`config.mk`:
```
export PLATFORM = sky130hd
export DESIGN_NAME = mem_area_decoder
export DESIGN_NICKNAME = d
export VERILOG_FILES = /design/src/rtl/mad_pkg.sv /design/src/rtl/mad_cfg_bank.sv /design/src/rtl/mad_window_map.sv /design/src/rtl/mad_lane_steer.sv /design/src/rtl/mad_seq.sv /design/src/rtl/mem_area_decoder.sv
export SDC_FILE = /design/constraint.sdc
export NUM_CORES = 1
export LEC_CHECK = 0
export BUFFER_PORTS_ARGS = -buffer_cell sky130_fd_sc_hd__buf_4
export CAP_MARGIN = 0
export CORE_UTILIZATION = 52
export DETAILED_ROUTE_END_ITERATION = 16
export PLACE_DENSITY = 0.86
export SETUP_SLACK_MARGIN = 0.5
export SLEW_MARGIN = 20
export SYNTH_ARGS = -nofsm -noshare
export SYNTH_HDL_FRONTEND = slang
export SYNTH_HIERARCHICAL = 1
export SYNTH_SLANG_ARGS = --single-unit
```
`constraint.sdc`:
```
create_clock -name clk -period 5.2 [get_ports clk]
set_input_delay 0.26 -clock clk [delete_from_list [all_inputs] [get_ports clk]]
set_output_delay 0.26 -clock clk [all_outputs]
set_load 0.05 [all_outputs]
```
`src/rtl/mad_pkg.sv`:
```
// Shared types for the memory area decoder.
// Assumes an 8-bit per-area configuration byte: {width, stop, waits}.
package mad_pkg;
    localparam int WAIT_W = 4;
    localparam int STOP_W = 2;
    localparam int WID_W  = 2;
    localparam int CFG_W  = WAIT_W + STOP_W + WID_W;

    typedef struct packed {
        logic [WID_W-1:0]  width;
        logic [STOP_W-1:0] stop;
        logic [WAIT_W-1:0] waits;
    } area_cfg_t;

    localparam area_cfg_t CFG_RESET = '{width: 2'd1, stop: 2'd3, waits: 4'hF};

    typedef enum logic [1:0] {
        ST_IDLE = 2'd0,
        ST_ACC  = 2'd1,
        ST_STOP = 2'd2
    } seq_state_e;

    // Width code to log2 of device bytes (code 3 behaves as 32-bit).
    function automatic logic [1:0] dev_lg_of(input logic [WID_W-1:0] code);
        return (code == 2'd3) ? 2'd2 : code;
    endfunction
endpackage

```
`src/rtl/mad_cfg_bank.sv`:
```
// Configuration storage: one timing/width byte per area plus the swap bit.
// Assumes selects 0..NUM_AREAS-1 address the area bytes and NUM_AREAS the swap bit.
module mad_cfg_bank
    import mad_pkg::*;
#(
    parameter int NUM_AREAS = 4,
    parameter int SEL_W     = $clog2(NUM_AREAS + 1)
) (
    input  logic                             clk,
    input  logic                             rst_n,
    input  logic                             cfg_we,
    input  logic [SEL_W-1:0]                 cfg_sel,
    input  logic [CFG_W-1:0]                 cfg_wdata,
    output area_cfg_t [NUM_AREAS-1:0]        area_cfg,
    output logic                             swap_en
);
    // Area configuration bytes, reset to the slow boot-safe timing.
    always_ff @(posedge clk) begin
        if (!rst_n) begin
            for (int i = 0; i < NUM_AREAS; i++) area_cfg[i] <= CFG_RESET;
        end else if (cfg_we) begin
            for (int i = 0; i < NUM_AREAS; i++)
                if (cfg_sel == SEL_W'(i)) area_cfg[i] <= area_cfg_t'(cfg_wdata);
        end
    end

    // Swap bit, cleared by reset so area 1 serves the boot window.
    always_ff @(posedge clk) begin
        if (!rst_n) swap_en <= 1'b0;
        else if (cfg_we && cfg_sel == SEL_W'(NUM_AREAS)) swap_en <= cfg_wdata[0];
    end
endmodule

```
`src/rtl/mad_window_map.sv`:
```
// Maps an address window number to a physical area, exchanging the first
// and last areas when the swap bit is set. Purely combinational.
module mad_window_map #(
    parameter int NUM_AREAS = 4,
    parameter int IDX_W     = $clog2(NUM_AREAS)
) (
    input  logic [IDX_W-1:0] win_idx,
    input  logic             swap_en,
    output logic [IDX_W-1:0] area_idx
);
    localparam logic [IDX_W-1:0] LAST = IDX_W'(NUM_AREAS - 1);

    // Swap first and last window; pass the rest through.
    always_comb begin
        area_idx = win_idx;
        if (swap_en) begin
            if (win_idx == '0)       area_idx = LAST;
            else if (win_idx == LAST) area_idx = '0;
        end
    end
endmodule

```
`src/rtl/mad_lane_steer.sv`:
```
// Byte-lane steering for one device access. Maps bus byte lanes to device
// lanes for writes and device lanes back into the bus word for reads.
// Assumes accesses are naturally aligned to their size.
module mad_lane_steer #(
    parameter int DATA_W = 32,
    parameter int BYTES  = DATA_W / 8,
    parameter int LANE_W = $clog2(BYTES),
    parameter int LG_W   = $clog2(LANE_W + 1)
) (
    input  logic [LANE_W-1:0] beat_lo,
    input  logic [LG_W-1:0]   beat_lg,
    input  logic [LG_W-1:0]   dev_lg,
    input  logic [DATA_W-1:0] bus_wdata,
    input  logic [DATA_W-1:0] mem_din,
    input  logic [DATA_W-1:0] rdata_in,
    output logic [DATA_W-1:0] dev_wdata,
    output logic [BYTES-1:0]  lane_en,
    output logic [DATA_W-1:0] rdata_out
);
    // Walk the bytes of this access and route each one.
    always_comb begin
        logic [LANE_W-1:0] bl;
        logic [LANE_W-1:0] dl;
        logic [LANE_W-1:0] dmask;
        dmask     = LANE_W'((1 << dev_lg) - 1);
        lane_en   = '0;
        dev_wdata = '0;
        rdata_out = rdata_in;
        for (int j = 0; j < BYTES; j++) begin
            bl = beat_lo + LANE_W'(j);
            dl = bl & dmask;
            if (j < (1 << beat_lg)) begin
                lane_en[dl]          = 1'b1;
                dev_wdata[dl*8 +: 8] = bus_wdata[bl*8 +: 8];
                rdata_out[bl*8 +: 8] = mem_din[dl*8 +: 8];
            end
        end
    end
endmodule

```
`src/rtl/mad_seq.sv`:
```
// Access sequencer: counts wait cycles, honours the external wait, inserts
// stop cycles and steps through the accesses of a split transfer.
// Assumes the load values are stable for the whole transfer except at start.
module mad_seq
    import mad_pkg::*;
#(
    parameter int BEAT_W = 2,
    parameter int CNT_W  = (WAIT_W > STOP_W) ? WAIT_W : STOP_W
) (
    input  logic              clk,
    input  logic              rst_n,
    input  logic              start,
    input  logic [WAIT_W-1:0] ld_waits,
    input  logic [STOP_W-1:0] ld_stop,
    input  logic [BEAT_W-1:0] last_beat,
    input  logic              mem_wait,
    output logic              in_acc,
    output logic              idle,
    output logic              beat_end,
    output logic              fin_end,
    output logic [BEAT_W-1:0] beat_idx
);
    seq_state_e       st;
    logic [CNT_W-1:0] cnt;
    logic             fin;
    logic             is_last;

    assign in_acc   = (st == ST_ACC);
    assign idle     = (st == ST_IDLE);
    assign is_last  = (beat_idx == last_beat);
    assign beat_end = in_acc && !mem_wait && (cnt == '0);
    assign fin_end  = beat_end && is_last;

    // State, cycle counter and access index of the current transfer.
    always_ff @(posedge clk) begin
        if (!rst_n) begin
            st       <= ST_IDLE;
            cnt      <= '0;
            fin      <= 1'b0;
            beat_idx <= '0;
        end else begin
            unique case (st)
                ST_IDLE: if (start) begin
                    st       <= ST_ACC;
                    cnt      <= CNT_W'(ld_waits);
                    beat_idx <= '0;
                    fin      <= 1'b0;
                end
                ST_ACC: if (!mem_wait) begin
                    if (cnt != '0) begin
                        cnt <= cnt - 1'b1;
                    end else begin
                        fin <= is_last;
                        if (!is_last) beat_idx <= beat_idx + 1'b1;
                        if (ld_stop != '0) begin
                            st  <= ST_STOP;
                            cnt <= CNT_W'(ld_stop) - 1'b1;
                        end else if (is_last) begin
                            st <= ST_IDLE;
                        end else begin
                            cnt <= CNT_W'(ld_waits);
                        end
                    end
                end
                ST_STOP: begin
                    if (cnt != '0) cnt <= cnt - 1'b1;
                    else if (fin)  st  <= ST_IDLE;
                    else begin
                        st  <= ST_ACC;
                        cnt <= CNT_W'(ld_waits);
                    end
                end
                default: st <= ST_IDLE;
            endcase
        end
    end
endmodule

```
`src/rtl/mem_area_decoder.sv`:
```
// Memory area decoder: decodes a bus address into one of NUM_AREAS device
// areas (with first/last swap), runs each access with per-area wait and stop
// timing, splits transfers wider than the device and steers byte lanes.
// Assumes one outstanding request, accepted only while bus_ready is high.
module mem_area_decoder
    import mad_pkg::*;
#(
    parameter int NUM_AREAS = 4,
    parameter int AREA_AW   = 20,
    parameter int DATA_W    = 32,
    localparam int IDX_W    = $clog2(NUM_AREAS),
    localparam int ADDR_W   = AREA_AW + IDX_W,
    localparam int BYTES    = DATA_W / 8,
    localparam int LANE_W   = $clog2(BYTES),
    localparam int LG_W     = $clog2(LANE_W + 1),
    localparam int SEL_W    = $clog2(NUM_AREAS + 1)
) (
    input  logic                 clk,
    input  logic                 rst_n,
    input  logic                 bus_req,
    input  logic                 bus_we,
    input  logic [LG_W-1:0]      bus_size,
    input  logic [ADDR_W-1:0]    bus_addr,
    input  logic [DATA_W-1:0]    bus_wdata,
    output logic                 bus_ready,
    output logic                 bus_done,
    output logic [DATA_W-1:0]    bus_rdata,
    input  logic                 cfg_we,
    input  logic [SEL_W-1:0]     cfg_sel,
    input  logic [CFG_W-1:0]     cfg_wdata,
    output logic [NUM_AREAS-1:0] mem_cs_n,
    output logic [AREA_AW-1:0]   mem_addr,
    output logic                 mem_oe_n,
    output logic [BYTES-1:0]     mem_we_n,
    output logic                 mem_ub_n,
    output logic [DATA_W-1:0]    mem_dout,
    output logic                 mem_dout_en,
    input  logic [DATA_W-1:0]    mem_din,
    input  logic                 mem_wait
);
    area_cfg_t [NUM_AREAS-1:0] area_cfg;
    logic                      swap_en;
    logic [IDX_W-1:0]          area_new;
    logic                      accept;

    logic [IDX_W-1:0]   lat_area;
    area_cfg_t          lat_cfg;
    area_cfg_t          cur_cfg;
    logic [AREA_AW-1:0] lat_addr;
    logic               lat_we;
    logic [LG_W-1:0]    lat_size;
    logic [DATA_W-1:0]  lat_wdata;

    logic [LG_W-1:0]    eff_size;
    logic [LG_W-1:0]    dev_lg;
    logic [LG_W-1:0]    beat_lg;
    logic [LANE_W-1:0]  last_beat;
    logic [AREA_AW-1:0] beat_addr;

    logic               in_acc;
    logic               seq_idle;
    logic               beat_end;
    logic               fin_end;
    logic [LANE_W-1:0]  beat_idx;

    logic [DATA_W-1:0]  dev_wdata;
    logic [BYTES-1:0]   lane_en;
    logic [DATA_W-1:0]  rdata_next;
    logic               done_q;

    mad_cfg_bank #(.NUM_AREAS(NUM_AREAS), .SEL_W(SEL_W)) u_cfg (
        .clk       (clk),
        .rst_n     (rst_n),
        .cfg_we    (cfg_we),
        .cfg_sel   (cfg_sel),
        .cfg_wdata (cfg_wdata),
        .area_cfg  (area_cfg),
        .swap_en   (swap_en)
    );

    mad_window_map #(.NUM_AREAS(NUM_AREAS), .IDX_W(IDX_W)) u_map (
        .win_idx  (bus_addr[ADDR_W-1 -: IDX_W]),
        .swap_en  (swap_en),
        .area_idx (area_new)
    );

    assign bus_ready = seq_idle;
    assign accept    = bus_req && seq_idle;
    assign cur_cfg   = seq_idle ? area_cfg[area_new] : lat_cfg;

    // Capture the request and its area configuration at acceptance.
    always_ff @(posedge clk) begin
        if (!rst_n) begin
            lat_area  <= '0;
            lat_cfg   <= CFG_RESET;
            lat_addr  <= '0;
            lat_we    <= 1'b0;
            lat_size  <= '0;
            lat_wdata <= '0;
        end else if (accept) begin
            lat_area  <= area_new;
            lat_cfg   <= area_cfg[area_new];
            lat_addr  <= bus_addr[AREA_AW-1:0];
            lat_we    <= bus_we;
            lat_size  <= bus_size;
            lat_wdata <= bus_wdata;
        end
    end

    // Derive access width, access count and the current access address.
    always_comb begin
        eff_size  = (lat_size > LG_W'(LANE_W)) ? LG_W'(LANE_W) : lat_size;
        dev_lg    = (LG_W'(dev_lg_of(lat_cfg.width)) > LG_W'(LANE_W)) ?
                    LG_W'(LANE_W) : LG_W'(dev_lg_of(lat_cfg.width));
        beat_lg   = (eff_size < dev_lg) ? eff_size : dev_lg;
        last_beat = (eff_size > dev_lg) ?
                    LANE_W'((1 << (eff_size - dev_lg)) - 1) : '0;
        beat_addr = lat_addr + (AREA_AW'(beat_idx) << beat_lg);
    end

    mad_seq #(.BEAT_W(LANE_W)) u_seq (
        .clk       (clk),
        .rst_n     (rst_n),
        .start     (accept),
        .ld_waits  (cur_cfg.waits),
        .ld_stop   (cur_cfg.stop),
        .last_beat (last_beat),
        .mem_wait  (mem_wait),
        .in_acc    (in_acc),
        .idle      (seq_idle),
        .beat_end  (beat_end),
        .fin_end   (fin_end),
        .beat_idx  (beat_idx)
    );

    mad_lane_steer #(.DATA_W(DATA_W)) u_lanes (
        .beat_lo   (beat_addr[LANE_W-1:0]),
        .beat_lg   (beat_lg),
        .dev_lg    (dev_lg),
        .bus_wdata (lat_wdata),
        .mem_din   (mem_din),
        .rdata_in  (bus_rdata),
        .dev_wdata (dev_wdata),
        .lane_en   (lane_en),
        .rdata_out (rdata_next)
    );

    // Read data assembly and the completion pulse.
    always_ff @(posedge clk) begin
        if (!rst_n) begin
            bus_rdata <= '0;
            done_q    <= 1'b0;
        end else begin
            done_q <= fin_end;
            if (accept) bus_rdata <= '0;
            else if (beat_end && !lat_we) bus_rdata <= rdata_next;
        end
    end
    assign bus_done = done_q;

    // One active-low select per area.
    for (genvar g = 0; g < NUM_AREAS; g++) begin : g_cs
        assign mem_cs_n[g] = !(in_acc && (lat_area == IDX_W'(g)));
    end

    assign mem_addr    = beat_addr;
    assign mem_oe_n    = !(in_acc && !lat_we);
    assign mem_we_n    = (in_acc && lat_we) ? ~lane_en : '1;
    assign mem_ub_n    = !(in_acc && lane_en[1]);
    assign mem_dout    = dev_wdata;
    assign mem_dout_en = in_acc && lat_we;
endmodule

```
======== Yosys cells after proc, flatten, opt, wreduce, memory -nomap -nowiden ========
Cells that the tools add are included.
storage, ports and cells
  bits in registers ....................... 140
  output and inout bits ................... 97
operators by class
  add/sub/neg operators ................... 18
  order comparisons ....................... 17
  equality and inequality tests ........... 20
  shift operators ......................... 28
  multiplexer cells ....................... 64
  bitwise gates (word level) .............. 10
  reductions and logical operators ........ 43
operators with widths
  operator                 number
  $neg 5->34               8
  $shift 8x34->32 const A  8
  $shiftx 8x34->32         8
  $mux 32                  8
  $shiftx 32x6->8          8
  $bwmux 32                7
  $lt 3x32->1 const A      2
  $mux 4                   12
  $mux 2                   18
  $and 32x32->32           1
  $lt 1x32->1 const A      1
  $lt 2x32->1 const A      1
  $shl 1x2->32 const A     1
  $add 20x20->20           1
  $shl 2x2->20             1
  $logic_and 1x1->1        17
  $bmux 8 s2               1
  $lt 2x3->1 const B       5
  $reduce_and 5->1         3
  $or 4x4->4               3
  $pmux 4 s3               1
  $eq 2x2->1 const B       5
  $ne 2x2->1 const B       5
  $and 2x2->2              4
  other kinds (38)         71

======== Logic depth before layout (Yosys ltp) ========
  depth after elaboration ................. 22
  depth in mapped cells ................... 22
  gate-level depth less buffers ........... 19

======== Cells and area by module ========
Netlist, hierarchy kept.
by module, submodules not included
  module            instances  cells an instance  area each (µm²)  seq. area each (µm²)
  mad_lane_steer    1          651                4,810.9          0.0
  mem_area_decoder  1          545                4,539.4          1,961.9
  mad_cfg_bank      1          123                1,347.5          660.6
  mad_seq           1          107                825.8            180.2
  mad_window_map    1          4                  22.5             0.0

======== Worst setup path after synthesis ========
No wires, ideal clock.
  path kind ............................... register -> output
  start ................................... reg lat_cfg[6] (netlist bit)
  end ..................................... out mem_dout[0]
  arrival ................................. 5.805 ns
  data required time ...................... 4.940 ns
  path slack .............................. -0.865 ns
  stages on the path, launching flop included .. 19
  path buffers ............................ 3
  cell sequence ........................... dfxtp_1 -> nor2b_1 -> ha_1 -> inv_1 -> fa_1 -> o21ai_2 -> mux2i_1 -> nor2_1 -> fa_1 -> buf_4 -> inv_1 -> ha_1 -> nor2b_1 -> buf_4 -> inv_1 -> ha_1 -> or4b_1 -> clkbuf_1 -> o2bb2ai_1
on the way
  cells in the longest elaborated chain, start to end .. 19
  elaborated cells between the ends (all ways) .. 46
ends and longest elaborated chain
  element                                               line                     source
  from (decl)                                           mem_area_decoder.sv:47   area_cfg_t lat_cfg;
  from (signal assigned)                                mem_area_decoder.sv:102  lat_cfg <= area_cfg[area_new];
  $eq 2x2->1                                            mad_pkg.sv:25            return (code == 2'd3) ? 2'd2 : code;
  $mux 2 *                                              mad_pkg.sv:25
  $gt 2x2->1                                            mem_area_decoder.sv:113  dev_lg = (LG_W'(dev_lg_of(lat_cfg.width)) > LG_W'(LANE_W)) ?
  $mux 2 *                                              mem_area_decoder.sv:113
  named net dev_lg[0]                                   mem_area_decoder.sv:55   logic [LG_W-1:0] dev_lg;
  $lt 2x2->1                                            mem_area_decoder.sv:115  beat_lg = (eff_size < dev_lg) ? eff_size : dev_lg;
  $mux 2 *                                              mem_area_decoder.sv:115
  named net beat_lg[0]                                  mem_area_decoder.sv:56   logic [LG_W-1:0] beat_lg;
  $shl 2x2->20 *                                        mem_area_decoder.sv:118  beat_addr = lat_addr + (AREA_AW'(beat_idx) << beat_lg);
  $add 20x20->20 *                                      mem_area_decoder.sv:118
  named net mem_addr[1]                                 mem_area_decoder.sv:32   output logic [AREA_AW-1:0] mem_addr,
  branches (longest 10 deep; another with $add 2x1->2)  -
  $mux 32 *                                             mad_lane_steer.sv:32     if (j < (1 << beat_lg)) begin
  to (decl)                                             mem_area_decoder.sv:36   output logic [DATA_W-1:0] mem_dout,
Mark *: on every way through the listed nets, which the timed path passes.

======== Final worst setup path ========
  start ................................... reg lat_cfg[6] (netlist bit)
  end ..................................... out mem_dout[7]
on the way
  cells in the longest elaborated chain, start to end .. 19
  elaborated cells between the ends (all ways) .. 46
ends and longest elaborated chain
  element                                                  line
  $eq 2x2->1                                               mad_pkg.sv:25
  $mux 2 *                                                 mad_pkg.sv:25
  $gt 2x2->1                                               mem_area_decoder.sv:113
  $mux 2 *                                                 mem_area_decoder.sv:113
  named net dev_lg[0]                                      mem_area_decoder.sv:55
  $lt 2x2->1                                               mem_area_decoder.sv:115
  $mux 2 *                                                 mem_area_decoder.sv:115
  named net beat_lg[0]                                     mem_area_decoder.sv:56
  branches (longest 12 deep; another with $add 20x20->20)  -
  $mux 32 *                                                mad_lane_steer.sv:32
Marks and branches as above.

==> run_results.csv <==
group,metric,value,unit
floorplanning,die_x,151,um
yosys,syn_nets,1575,
critical_path,critPathMaxStageDelay,0.59,ns
critical_path,endpoint_kind,"output port",
power_and_ir_drop,power.leakage,0.00577,uW
run_status,outcome,"complete, no violations",
global_route,grt_usage,0.375,
finish,antennaDiodeCount,0,
yosys,synth_top_flop_cell,"dfxtp_1",
detailed_routing,dr.pass1.iters,6,
critical_path,crit_arrival,4.76,ns
clock_tree,hold_buffers,0,
clock_tree,clk_pin_slew,0.07,ns
job,max_cap_violations,0,
floorplanning,die_y,151,um
clock_tree,clock_sinks,140,
detailed_routing,routed_wl,43.8,mm
yosys,synth_edf_count,0,
detailed_routing,vias_per_cell,6.65,
critical_path,rrSetupSlack,0.43,ns
yosys,synth_warnings,6,
critical_path,cp_common_cell,"ha_4",
global_route,grt_overflow,0,
power_and_ir_drop,ir_drop,0.236,mV
worst_hold_path,worstHoldPathCells,3,
placed_design,place_ws,0.0227,ns
placed_design,gp_congestion,0.991,
global_route,grt_max_degree,122,
detailed_routing,avgRoutedWirePerCell,23.0,um
clock_tree,cts_made_buffers,17,
floorplanning,ios,202,
clock_tree,cts.path.max_buffers,2,
finish,nets,1752,
timing,fin_crit_sh,0.965,
finish,final_common_cell,"nand2_1",
critical_path,r2r-end,"bus_rdata[2]$_SDFFE_PP0P_",
finish,areaGrowthSynthToFinish,31.1,%
power_and_ir_drop,powerDensity,381,nW/um2
detailed_routing,drtIter0Drc,1224,
global_route,grt_pass1_vias,11700,
detailed_routing,vias,12633,
yosys,ys_ff_latch,140,
timing,hold_violations,0,
timing,finClkSkew,0.0142,ns
critical_path,rr_worst_depth,19,
critical_path,crit_path_start_kind,"flop",
critical_path,cp.depth,19,
clock_tree,ctsRootBufferMaster,"clkbuf_16",
timing,rsz0062_at_grt,"true",
floorplanning,core,21800,um2
placed_design,portBuffers,201,
floorplanning,die_area,22800,um2
worst_hold_path,hp-class,"in -> reg",
global_route,grt_pass1_wl,65.6,mm
critical_path,cpLargestDelayFamily,"adder cells",
finish,final_util,0.693,
timing,fin_crit,5.02,ns
critical_path,critical_path_class,"reg -> out",
worst_hold_path,hold_start,"bus_wdata[17]",
finish,final_cell_mix,"nand2_1, buf_4, dfxtp_1",
yosys,synthesis.instances,1430,
placed_design,place_hpwl,29.5,mm
detailed_routing,drc_errors,0,
clock_tree,clkLatencyLatePin,0.44,ns
yosys,ys_top_cells_by_area,"dfxtp_1, nand2_1, mux2i_1",
yosys,yosysTopAreaCell,"dfxtp_1",
yosys,async_flop_share,0,
detailed_routing,ant_nets,0,
timing,finalSetupViolations,0,
critical_path,cp_slowest_cell,"fa_2",
timing,timing.final.ws_setup,0.181,ns
yosys,syn_area,11500,um2
critical_path,path_cells,"nor2b_4, ha_4, inv_2, fa_2, o21ai_4, mux2i_1, nor2_1, fa_2, clkinvlp_4, ha_4, nand2_8, ha_4, nand4b_1, nor2_4, buf_12, a22oi_2, a21oi_2, o2bb2ai_4, buf_6",
yosys,synth_cell_types,89,
timing,max-slew-margin-rel,0.320,
critical_path,worst-path-buf-inv,4,
timing,maxSlewViolCount,0,
global_route,antenna_found_initial,0,
yosys,syn_area_per_cell,8.07,um2
critical_path,reg2reg_from,"lat_cfg[6]$_SDFFE_PN1P_",
floorplanning,rows,54,
timing,tightest_slew,1.01,ns
worst_hold_path,holdPathEnd,"lat_wdata[17]$_SDFFE_PN0P_",
timing,fmax,199,MHz
clock_tree,h-tree-depth,4,
finish,drive_above_1_share,0.307,
critical_path,worstPathMaxFanout,8,
clock_tree,cts_tree,"done",
floorplanning,initial_core_util,0.529,
timing,tns,0,ns
yosys,synth_top_area_frac,0.243,
yosys,yosysSeqAreaShare,0.243,
critical_path,cp.required,4.94,ns
stage by stage:
stage / cell area, um2 / std cells / hold slack (ns) / total power, uW
after floorplan: 12300 / 1430 / 0.395 / 3480
after global placement: 13800 / 1843 / 0.440 / 4100
after detailed placement: 13800 / 1843 / 0.453 / 4150
after CTS: 14900 / 1890 / 0.0629 / 5580
after global routing: 15100 / 1900 / 0.0739 / 6000
final: 15100 / 1900 / 0.0753 / 5770
cell families after synthesis:
kind of cell | synth area share
mux | 0.153
other cells | 0.000325
fa+ha+maj | 0.0446
buf+inv | 0.0594
simple gates | 0.209
flops | 0.243
xor+xnor | 0.0152
compound gates | 0.276
final cells by class:
| cell class | instances | area [um2] |
|---|---|---|
| inverters | 30 | 121 |
| repair buffers | 259 | 2180 |
| fillers | 1669 | 6690 |
| clock buffers | 17 | 425 |
| multi-input cells | 1159 | 9060 |
| clock inverters | 15 | 195 |
| well taps | 280 | 350 |
| flip-flops and latches | 140 | 2810 |
worst min-delay path: stages:
cell and delay [ns]:
buf_4 0.11, nand2_1 0.05, a21boi_1 0.05
cell usage after synthesis (all sizes together), types with 11 or more instances:
library cell	n
nand2b	16
inv	29
mux2	19
nor2b	47
a22oi	57
a21boi	66
nand2	275
a22o	21
clkbuf	32
nor2	53
o21ai	66
dfxtp	140
a21o	13
mux2i	82
a21oi	135
nand3	34
xnor2	18
nor3	13
buf	69
ha	38
mux4	31
a221oi	28
o22ai	26
o31ai	11
repair_timing:
action                                  in CTS  in global routing
hold endpoints to repair                     0                  0
pin swaps                                   54                 41
endpoints found under the setup margin      63                 60
buffers inserted                            15                 10
gates resized for setup                     93                 29
power by group:
part	internal, uW	switching [uW]
logic	1150	2000
clock network	698	587
registers	1190	133
total	3050	2720
registers in the layout (all words and copies together), names as in the netlist, 4 cells and up:
name	cells
lat_addr	20
u_seq/cnt	4
lat_wdata	32
lat_cfg	8
bus_rdata	32
u_cfg/area_cfg	32
per-layer routing:
layer / vias up / routed length [um] / share of wire / GRT usage
met3: 191 / 4630 / 0.11 / 0.0901
li1: 5613 / - / - / -
met4: 0 / 1880 / 0.043 / 0.152
met1: 6035 / 17200 / 0.39 / 0.487
met5: - / 0 / 0 / 0
met2: 794 / 20100 / 0.46 / 0.596
worst max path at each step:
stage	from	end	slack (ns)
detailed placement	lat_cfg[6]$_SDFFE_PN1P_	mem_dout[11]	0.02
global route	lat_cfg[6]$_SDFFE_PN1P_	mem_dout[7]	0.05
finish	lat_cfg[6]$_SDFFE_PN1P_	mem_dout[7]	0.18
CTS	lat_cfg[6]$_SDFFE_PN1P_	mem_dout[7]	0.33
global placement	lat_cfg[6]$_SDFFE_PN1P_	mem_dout[10]	0.22
floorplan	lat_cfg[6]$_SDFFE_PN1P_	mem_dout[0]	0.27
Power figures use the tool's default switching activity.
